### src/rtl/dbg_pkg.sv
package dbg_pkg;
    typedef enum logic [1:0] {XS_IDLE, XS_RESP, XS_WAIT_LOW} xact_state_e;
    typedef enum logic [1:0] {CS_RUN, CS_HALTED, CS_STEPPING} core_state_e;

    localparam int unsigned ADDR_W = 4;

    localparam logic [ADDR_W-1:0] A_CTRL = 4'd0;
    localparam logic [ADDR_W-1:0] A_STAT = 4'd1;
    localparam logic [ADDR_W-1:0] A_NIA  = 4'd2;
    localparam logic [ADDR_W-1:0] A_MSR  = 4'd3;
    localparam logic [ADDR_W-1:0] A_GIDX = 4'd4;
    localparam logic [ADDR_W-1:0] A_GDAT = 4'd5;
    localparam logic [ADDR_W-1:0] A_CR   = 4'd8;
    localparam logic [ADDR_W-1:0] A_XER  = 4'd9;

    localparam int unsigned CTL_STOP    = 0;
    localparam int unsigned CTL_RESUME  = 1;
    localparam int unsigned CTL_STEP    = 3;
    localparam int unsigned STAT_HALTED = 1;
endpackage

### src/rtl/dbg_xact_fsm.sv
module dbg_xact_fsm
    import dbg_pkg::*;
(
    input  logic clk,
    input  logic rst_n,
    input  logic req_i,
    output logic ack_o
);
    xact_state_e state_q, state_d;

    always_ff @(posedge clk) begin
        if (!rst_n) state_q <= XS_IDLE;
        else        state_q <= state_d;
    end

    always_comb begin
        state_d = state_q;
        unique case (state_q)
            XS_IDLE:     if (req_i) state_d = XS_RESP;
            XS_RESP:     state_d = XS_WAIT_LOW;
            XS_WAIT_LOW: if (!req_i) state_d = XS_IDLE;
            default:     state_d = XS_IDLE;
        endcase
    end

    always_comb begin
        ack_o = (state_q == XS_RESP);
    end

    AST_ACK_ONE_CYCLE: assert property (@(posedge clk) disable iff (!rst_n)
        ack_o |=> !ack_o);
    AST_ACK_AFTER_REQ: assert property (@(posedge clk) disable iff (!rst_n)
        $rose(ack_o) |-> $past(req_i));
endmodule

### src/rtl/dbg_run_ctl.sv
module dbg_run_ctl
    import dbg_pkg::*;
(
    input  logic clk,
    input  logic rst_n,
    input  logic ctl_we,
    input  logic stop_bit,
    input  logic resume_bit,
    input  logic step_bit,
    input  logic retire_i,
    output logic halt_o,
    output logic step_o,
    output logic halted_o
);
    core_state_e state_q, state_d;

    always_ff @(posedge clk) begin
        if (!rst_n) state_q <= CS_RUN;
        else        state_q <= state_d;
    end

    always_comb begin
        state_d = state_q;
        unique case (state_q)
            CS_RUN: begin
                if (ctl_we && stop_bit) state_d = CS_HALTED;
            end
            CS_HALTED: begin
                if (ctl_we) begin
                    if (stop_bit)        state_d = CS_HALTED;
                    else if (step_bit)   state_d = CS_STEPPING;
                    else if (resume_bit) state_d = CS_RUN;
                end
            end
            CS_STEPPING: begin
                if (ctl_we && stop_bit)        state_d = CS_HALTED;
                else if (ctl_we && resume_bit) state_d = CS_RUN;
                else if (retire_i)             state_d = CS_HALTED;
            end
            default: state_d = CS_RUN;
        endcase
    end

    always_comb begin
        halt_o   = (state_q == CS_HALTED);
        step_o   = (state_q == CS_STEPPING);
        halted_o = (state_q == CS_HALTED);
    end

    AST_STOP_WINS: assert property (@(posedge clk) disable iff (!rst_n)
        (ctl_we && stop_bit) |=> (halt_o && !step_o));
    AST_STEP_ENDS: assert property (@(posedge clk) disable iff (!rst_n)
        (step_o && retire_i && !ctl_we) |=> (halt_o && !step_o));
    AST_RESUME_FREES: assert property (@(posedge clk) disable iff (!rst_n)
        (ctl_we && resume_bit && !stop_bit) |=> !halt_o);
endmodule

### src/rtl/dbg_reg_view.sv
module dbg_reg_view
    import dbg_pkg::*;
#(
    parameter int unsigned DATA_W  = 64,
    parameter int unsigned GPR_CNT = 32,
    localparam int unsigned IDX_W  = $clog2(GPR_CNT)
) (
    input  logic              clk,
    input  logic              rst_n,
    input  logic              idx_we,
    input  logic [DATA_W-1:0] wdata_i,
    input  logic              rd_en,
    input  logic [ADDR_W-1:0] addr_i,
    input  logic              halted_i,
    input  logic [DATA_W-1:0] nia_i,
    input  logic [DATA_W-1:0] msr_i,
    input  logic [DATA_W-1:0] cr_i,
    input  logic [4:0]        xer_flags_i,
    input  logic [DATA_W-1:0] gpr_data_i,
    output logic [IDX_W-1:0]  gpr_idx_o,
    output logic [DATA_W-1:0] rdata_o
);
    logic [IDX_W-1:0]  idx_q;
    logic [DATA_W-1:0] stat_word, xer_word, sel_word;

    always_ff @(posedge clk) begin
        if (!rst_n)      idx_q <= '0;
        else if (idx_we) idx_q <= wdata_i[IDX_W-1:0];
    end

    assign gpr_idx_o = idx_q;

    always_comb begin
        stat_word = '0;
        stat_word[STAT_HALTED] = halted_i;
        xer_word    = '0;
        xer_word[0] = xer_flags_i[0];
        xer_word[2] = xer_flags_i[1];
        xer_word[3] = xer_flags_i[2];
        xer_word[4] = xer_flags_i[3];
        xer_word[5] = xer_flags_i[4];
    end

    always_comb begin
        unique case (addr_i)
            A_STAT:  sel_word = stat_word;
            A_NIA:   sel_word = nia_i;
            A_MSR:   sel_word = msr_i;
            A_GDAT:  sel_word = gpr_data_i;
            A_CR:    sel_word = cr_i;
            A_XER:   sel_word = xer_word;
            default: sel_word = '0;
        endcase
        rdata_o = rd_en ? sel_word : '0;
    end

    AST_IDX_HOLDS: assert property (@(posedge clk) disable iff (!rst_n)
        !idx_we |=> $stable(gpr_idx_o));
endmodule

### src/rtl/dbg_regport.sv
module dbg_regport
    import dbg_pkg::*;
#(
    parameter int unsigned DATA_W  = 64,
    parameter int unsigned GPR_CNT = 32,
    localparam int unsigned IDX_W  = $clog2(GPR_CNT)
) (
    input  logic              clk,
    input  logic              rst_n,
    input  logic              req_i,
    input  logic [3:0]        addr_i,
    input  logic              wr_i,
    input  logic [DATA_W-1:0] wdata_i,
    output logic              ack_o,
    output logic [DATA_W-1:0] rdata_o,
    output logic              halt_o,
    output logic              step_o,
    input  logic              retire_i,
    input  logic [DATA_W-1:0] nia_i,
    input  logic [DATA_W-1:0] msr_i,
    input  logic [DATA_W-1:0] cr_i,
    input  logic              xer_so_i,
    input  logic              xer_ca_i,
    input  logic              xer_ca32_i,
    input  logic              xer_ov_i,
    input  logic              xer_ov32_i,
    output logic [IDX_W-1:0]  gpr_idx_o,
    input  logic [DATA_W-1:0] gpr_data_i
);
    logic ack, commit_we, ctl_we, idx_we, rd_en, halted;

    dbg_xact_fsm u_xact (
        .clk   (clk),
        .rst_n (rst_n),
        .req_i (req_i),
        .ack_o (ack)
    );

    assign commit_we = ack && wr_i;
    assign ctl_we    = commit_we && (addr_i == A_CTRL);
    assign idx_we    = commit_we && (addr_i == A_GIDX);
    assign rd_en     = ack && !wr_i;
    assign ack_o     = ack;

    dbg_run_ctl u_run (
        .clk        (clk),
        .rst_n      (rst_n),
        .ctl_we     (ctl_we),
        .stop_bit   (wdata_i[CTL_STOP]),
        .resume_bit (wdata_i[CTL_RESUME]),
        .step_bit   (wdata_i[CTL_STEP]),
        .retire_i   (retire_i),
        .halt_o     (halt_o),
        .step_o     (step_o),
        .halted_o   (halted)
    );

    dbg_reg_view #(.DATA_W(DATA_W), .GPR_CNT(GPR_CNT)) u_view (
        .clk         (clk),
        .rst_n       (rst_n),
        .idx_we      (idx_we),
        .wdata_i     (wdata_i),
        .rd_en       (rd_en),
        .addr_i      (addr_i),
        .halted_i    (halted),
        .nia_i       (nia_i),
        .msr_i       (msr_i),
        .cr_i        (cr_i),
        .xer_flags_i ({xer_ov32_i, xer_ov_i, xer_ca32_i, xer_ca_i, xer_so_i}),
        .gpr_data_i  (gpr_data_i),
        .gpr_idx_o   (gpr_idx_o),
        .rdata_o     (rdata_o)
    );

    AST_RDATA_QUIET: assert property (@(posedge clk) disable iff (!rst_n)
        !ack_o |-> (rdata_o == '0));
    AST_UNMAPPED_NO_HALT: assert property (@(posedge clk) disable iff (!rst_n)
        (ack_o && wr_i && addr_i != A_CTRL && !halt_o && !step_o) |=> (!halt_o && !step_o));
endmodule

### config.mk
export PLATFORM = sky130hd
export DESIGN_NAME = dbg_regport
export DESIGN_NICKNAME = d
export VERILOG_FILES = /design/src/rtl/dbg_pkg.sv /design/src/rtl/dbg_xact_fsm.sv /design/src/rtl/dbg_run_ctl.sv /design/src/rtl/dbg_reg_view.sv /design/src/rtl/dbg_regport.sv
export SDC_FILE = /design/constraint.sdc
export NUM_CORES = 1
export LEC_CHECK = 0
export BUFFER_PORTS_ARGS = -buffer_cell sky130_fd_sc_hd__buf_2
export CORE_AREA = 3 3 158 160
export CTS_CLUSTER_SIZE = 10
export DETAILED_ROUTE_END_ITERATION = 7
export DIE_AREA = 0 0 161 163
export SYNTH_ARGS = -nofsm -noshare
export SYNTH_HDL_FRONTEND = slang
export SYNTH_SLANG_ARGS = --single-unit
export TNS_END_PERCENT = 5
### constraint.sdc
create_clock -name clk -period 2.5 [get_ports clk]
set_clock_uncertainty 0.1 [all_clocks]
set_input_delay 0 -clock clk [delete_from_list [all_inputs] [get_ports clk]]
set_output_delay 0 -clock clk [all_outputs]
set_load 0.01 [all_outputs]
==> reports/results.txt <==
Outcome - complete, but fails checks
Failing checks - design-rule violations
Number of synthesized register bits - 9
Layout Cells excl Fill - 945
Hold Fails Final Rpt - 0
Worst-margin pin slew - 0.729 ns
Area growth syn-to-layout - 116%
Vias - 4023
Drt drc - 2
Top Metal Used - met5
Cell area after synthesis - 0.00195 mm^2
Drt total wl - 14500 um
Final GP Congestion - 0.818
Slew headroom - 0.514
Unique masters post-synth - 35
Mean Syn Cell Area - 6.83 um^2
# fillers - 2663
Min-delay worst type - in -> reg
Row cnt - 56
Dominant synthesized flop cell - dfxtp_1
Clk Tree Root Cell - clkbuf_16
Final Util - 0.179
TritonCTS buffer count - 3
Ranking of synthesized cells by area - a222oi_1 32%, a21oi_1 16%, nand2_1 12%
GRT Util Overall - 0.0945
Initial antenna violation count - 3
Max-cap violations - 0
Via/cell ratio - 4.26
Ports - 406
Share of layout cells above drive strength 1 - 0.595
CTS Buffer Depth - 2
Min cycle time layout - 2.29 ns
CP Capture Type - flip-flop
Startpoint Class - flip-flop
Largest net degree at the start of global routing - 40
Ys async rst share - 0
Met3 wire len - 1680 um
CTS Sinks - 9
Most frequent cell after synthesis - a21oi_1
Yosys warns - 0
GR Overflow Total - 0
Crit-path slowest cell - dlygate4sd3_1
DP Wirelength - 11700 um
Setup TNS - 0 ns
CP delay by family, top - simple AND/OR/NAND/NOR gates
Clock-pin slew on the worst setup and hold paths - 0.04 ns
Routed met2 length - 7210 um
Syn nets - 620
VDD IR max - 0.333 mV
Post-DRT Antenna Nets - 0
Achievable Freq - 436 MHz
WS Path Type - reg -> reg
Pwr Density - 197 mW/mm^2
Met1 wire length - 5460 um
Post-synth top cells - 64 x a21oi_1, 63 x a222oi_1, 62 x nand2_1
WP buf/inv - 1
# setup viols final - 0
CTS tree - done
H-tree depth reported by CTS - 1
Pre-antenna DRT Iters - 8
Post_cts resized - 0
CP max stage delay - 0.55 ns
Die width - 161 um
CORE AREA - 0.0235 mm^2
Arr. time, crit path - 2.31 ns
Nets - 960
Worst EP required - 2.52 ns
Most frequent CP cell - nor2b_1
CP max FO - 5
Largest area contributor in the netlist - a222oi_1
Final worst path period share - 0.917
Wire length of the first global-routing pass - 20200 um
Placed cells - 931
Fin. max-slew vios - 0
Leakage - 2.03 nW
Post-CTS Setup Repair Bufs - 0
Initial Util - 0.0830
Vias in the first global route - 3537
Die height - 163 um
Die footprint - 0.0262 mm^2
Post-Synthesis Cells - 286
Port buffer count - 346
Cells along the critical path - nor2b_1 > nand4b_1 > mux2i_1 > nor2b_1 > dlygate4sd3_1
RSZ-0062 raised after global routing - no
Routed len/inst - 15.3 um
Reg-to-reg slack, setup - 0.21 ns
Post-synth EDFFs - 0
Initial DRC Count - 503
Share of the synthesized area in the top cell type - 0.323
Worst skew pair latency - 0.24 ns
Post-synthesis sequential area ratio - 0.0922
## report_power, final
group	internal (mW)	switching [mW]	total, mW
Combinational	0.216	0.172	0.388
Clock	0.214	0.0786	0.293
Sequential	0.146	0.00242	0.149
Total	0.576	0.253	0.830
## what timing repair did
item | CTS | global route
hold buffers | 9 | 0
endpoints found under the hold margin | 9 | 0
endpoints found under the setup margin | 0 | 0
## logic make-up after synthesis
| family | share of synthesized area |
|---|---|
| compound gates | 0.561 |
| flops | 0.0922 |
| simple gates | 0.217 |
| mux | 0.0307 |
| buf+inv | 0.0992 |
## layout make-up
cell class	instances	area, um^2	area share
antenna	1	2.50	0.000594
inverter	4	15.0	0.00356
multi-input combinational	238	1600	0.380
clock buffer	4	78.8	0.0187
timing repair buffer	370	1930	0.459
tap	319	399	0.0947
sequential	9	180	0.0428
## worst reg2reg max path: cells and delay by family (launching register included)
kind          cells  cell delay (ns)
simple gates      3             0.89
buf+inv           1             0.55
flops             1             0.36
mux               1             0.26
## layer usage
metal,vias up,track usage
met3,14,0.0211
met5,-,0
met2,305,0.169
met4,4,0.0164
li1,1875,-
met1,1825,0.118
## worst paths after layout
path | from | endpoint | depth (start not counted)
worst min register to register | u_xact.state_q[0] | u_xact.state_q[0] | 1
worst max register to register | u_xact.state_q[0] | u_view.gpr_idx_o[3] | 5
worst min-delay path | wdata_i[1] | u_view.gpr_idx_o[1] | 3
worst max-delay path | u_xact.state_q[0] | u_view.gpr_idx_o[3] | 5
## sequential cells by signal, summed over array words and instances, names as in the netlist
register          flops
u_xact.state_q        2
u_view.gpr_idx_o      5
u_run.state_q         2
## layout by cell type (no fill, tap or decap), types with 2 or more instances in the layout
master         synthesis  routed
a21oi_1               64      64
a222oi_1              63      63
a22oi_1                7       7
and3_2                 0       2
buf_2                 23     346
buf_4                  5      15
clkbuf_16              0       3
dfxtp_1                9       9
dlygate4sd3_1          0       9
inv_1                  3       3
mux2i_1                6       6
nand2_1               62      62
nand2b_1               2       2
nor2_1                 2       2
nor2b_1                7       7
o211ai_1               2       2
o21a_1                 2       2
o21ai_0                2       2
## stage by stage
step	power, mW	hold slack, ns	area, um^2	worst slack, ns
floorplan	0.264	0.0263	1950	1.01
global placement	0.524	0.157	4040	0.627
detailed placement	0.529	0.168	4040	0.606
CTS	0.832	0.00317	4210	0.191
global route	0.873	0.0378	4210	0.00380
finish	0.830	0.00147	4210	0.207
Power figures use the tool's default switching activity.
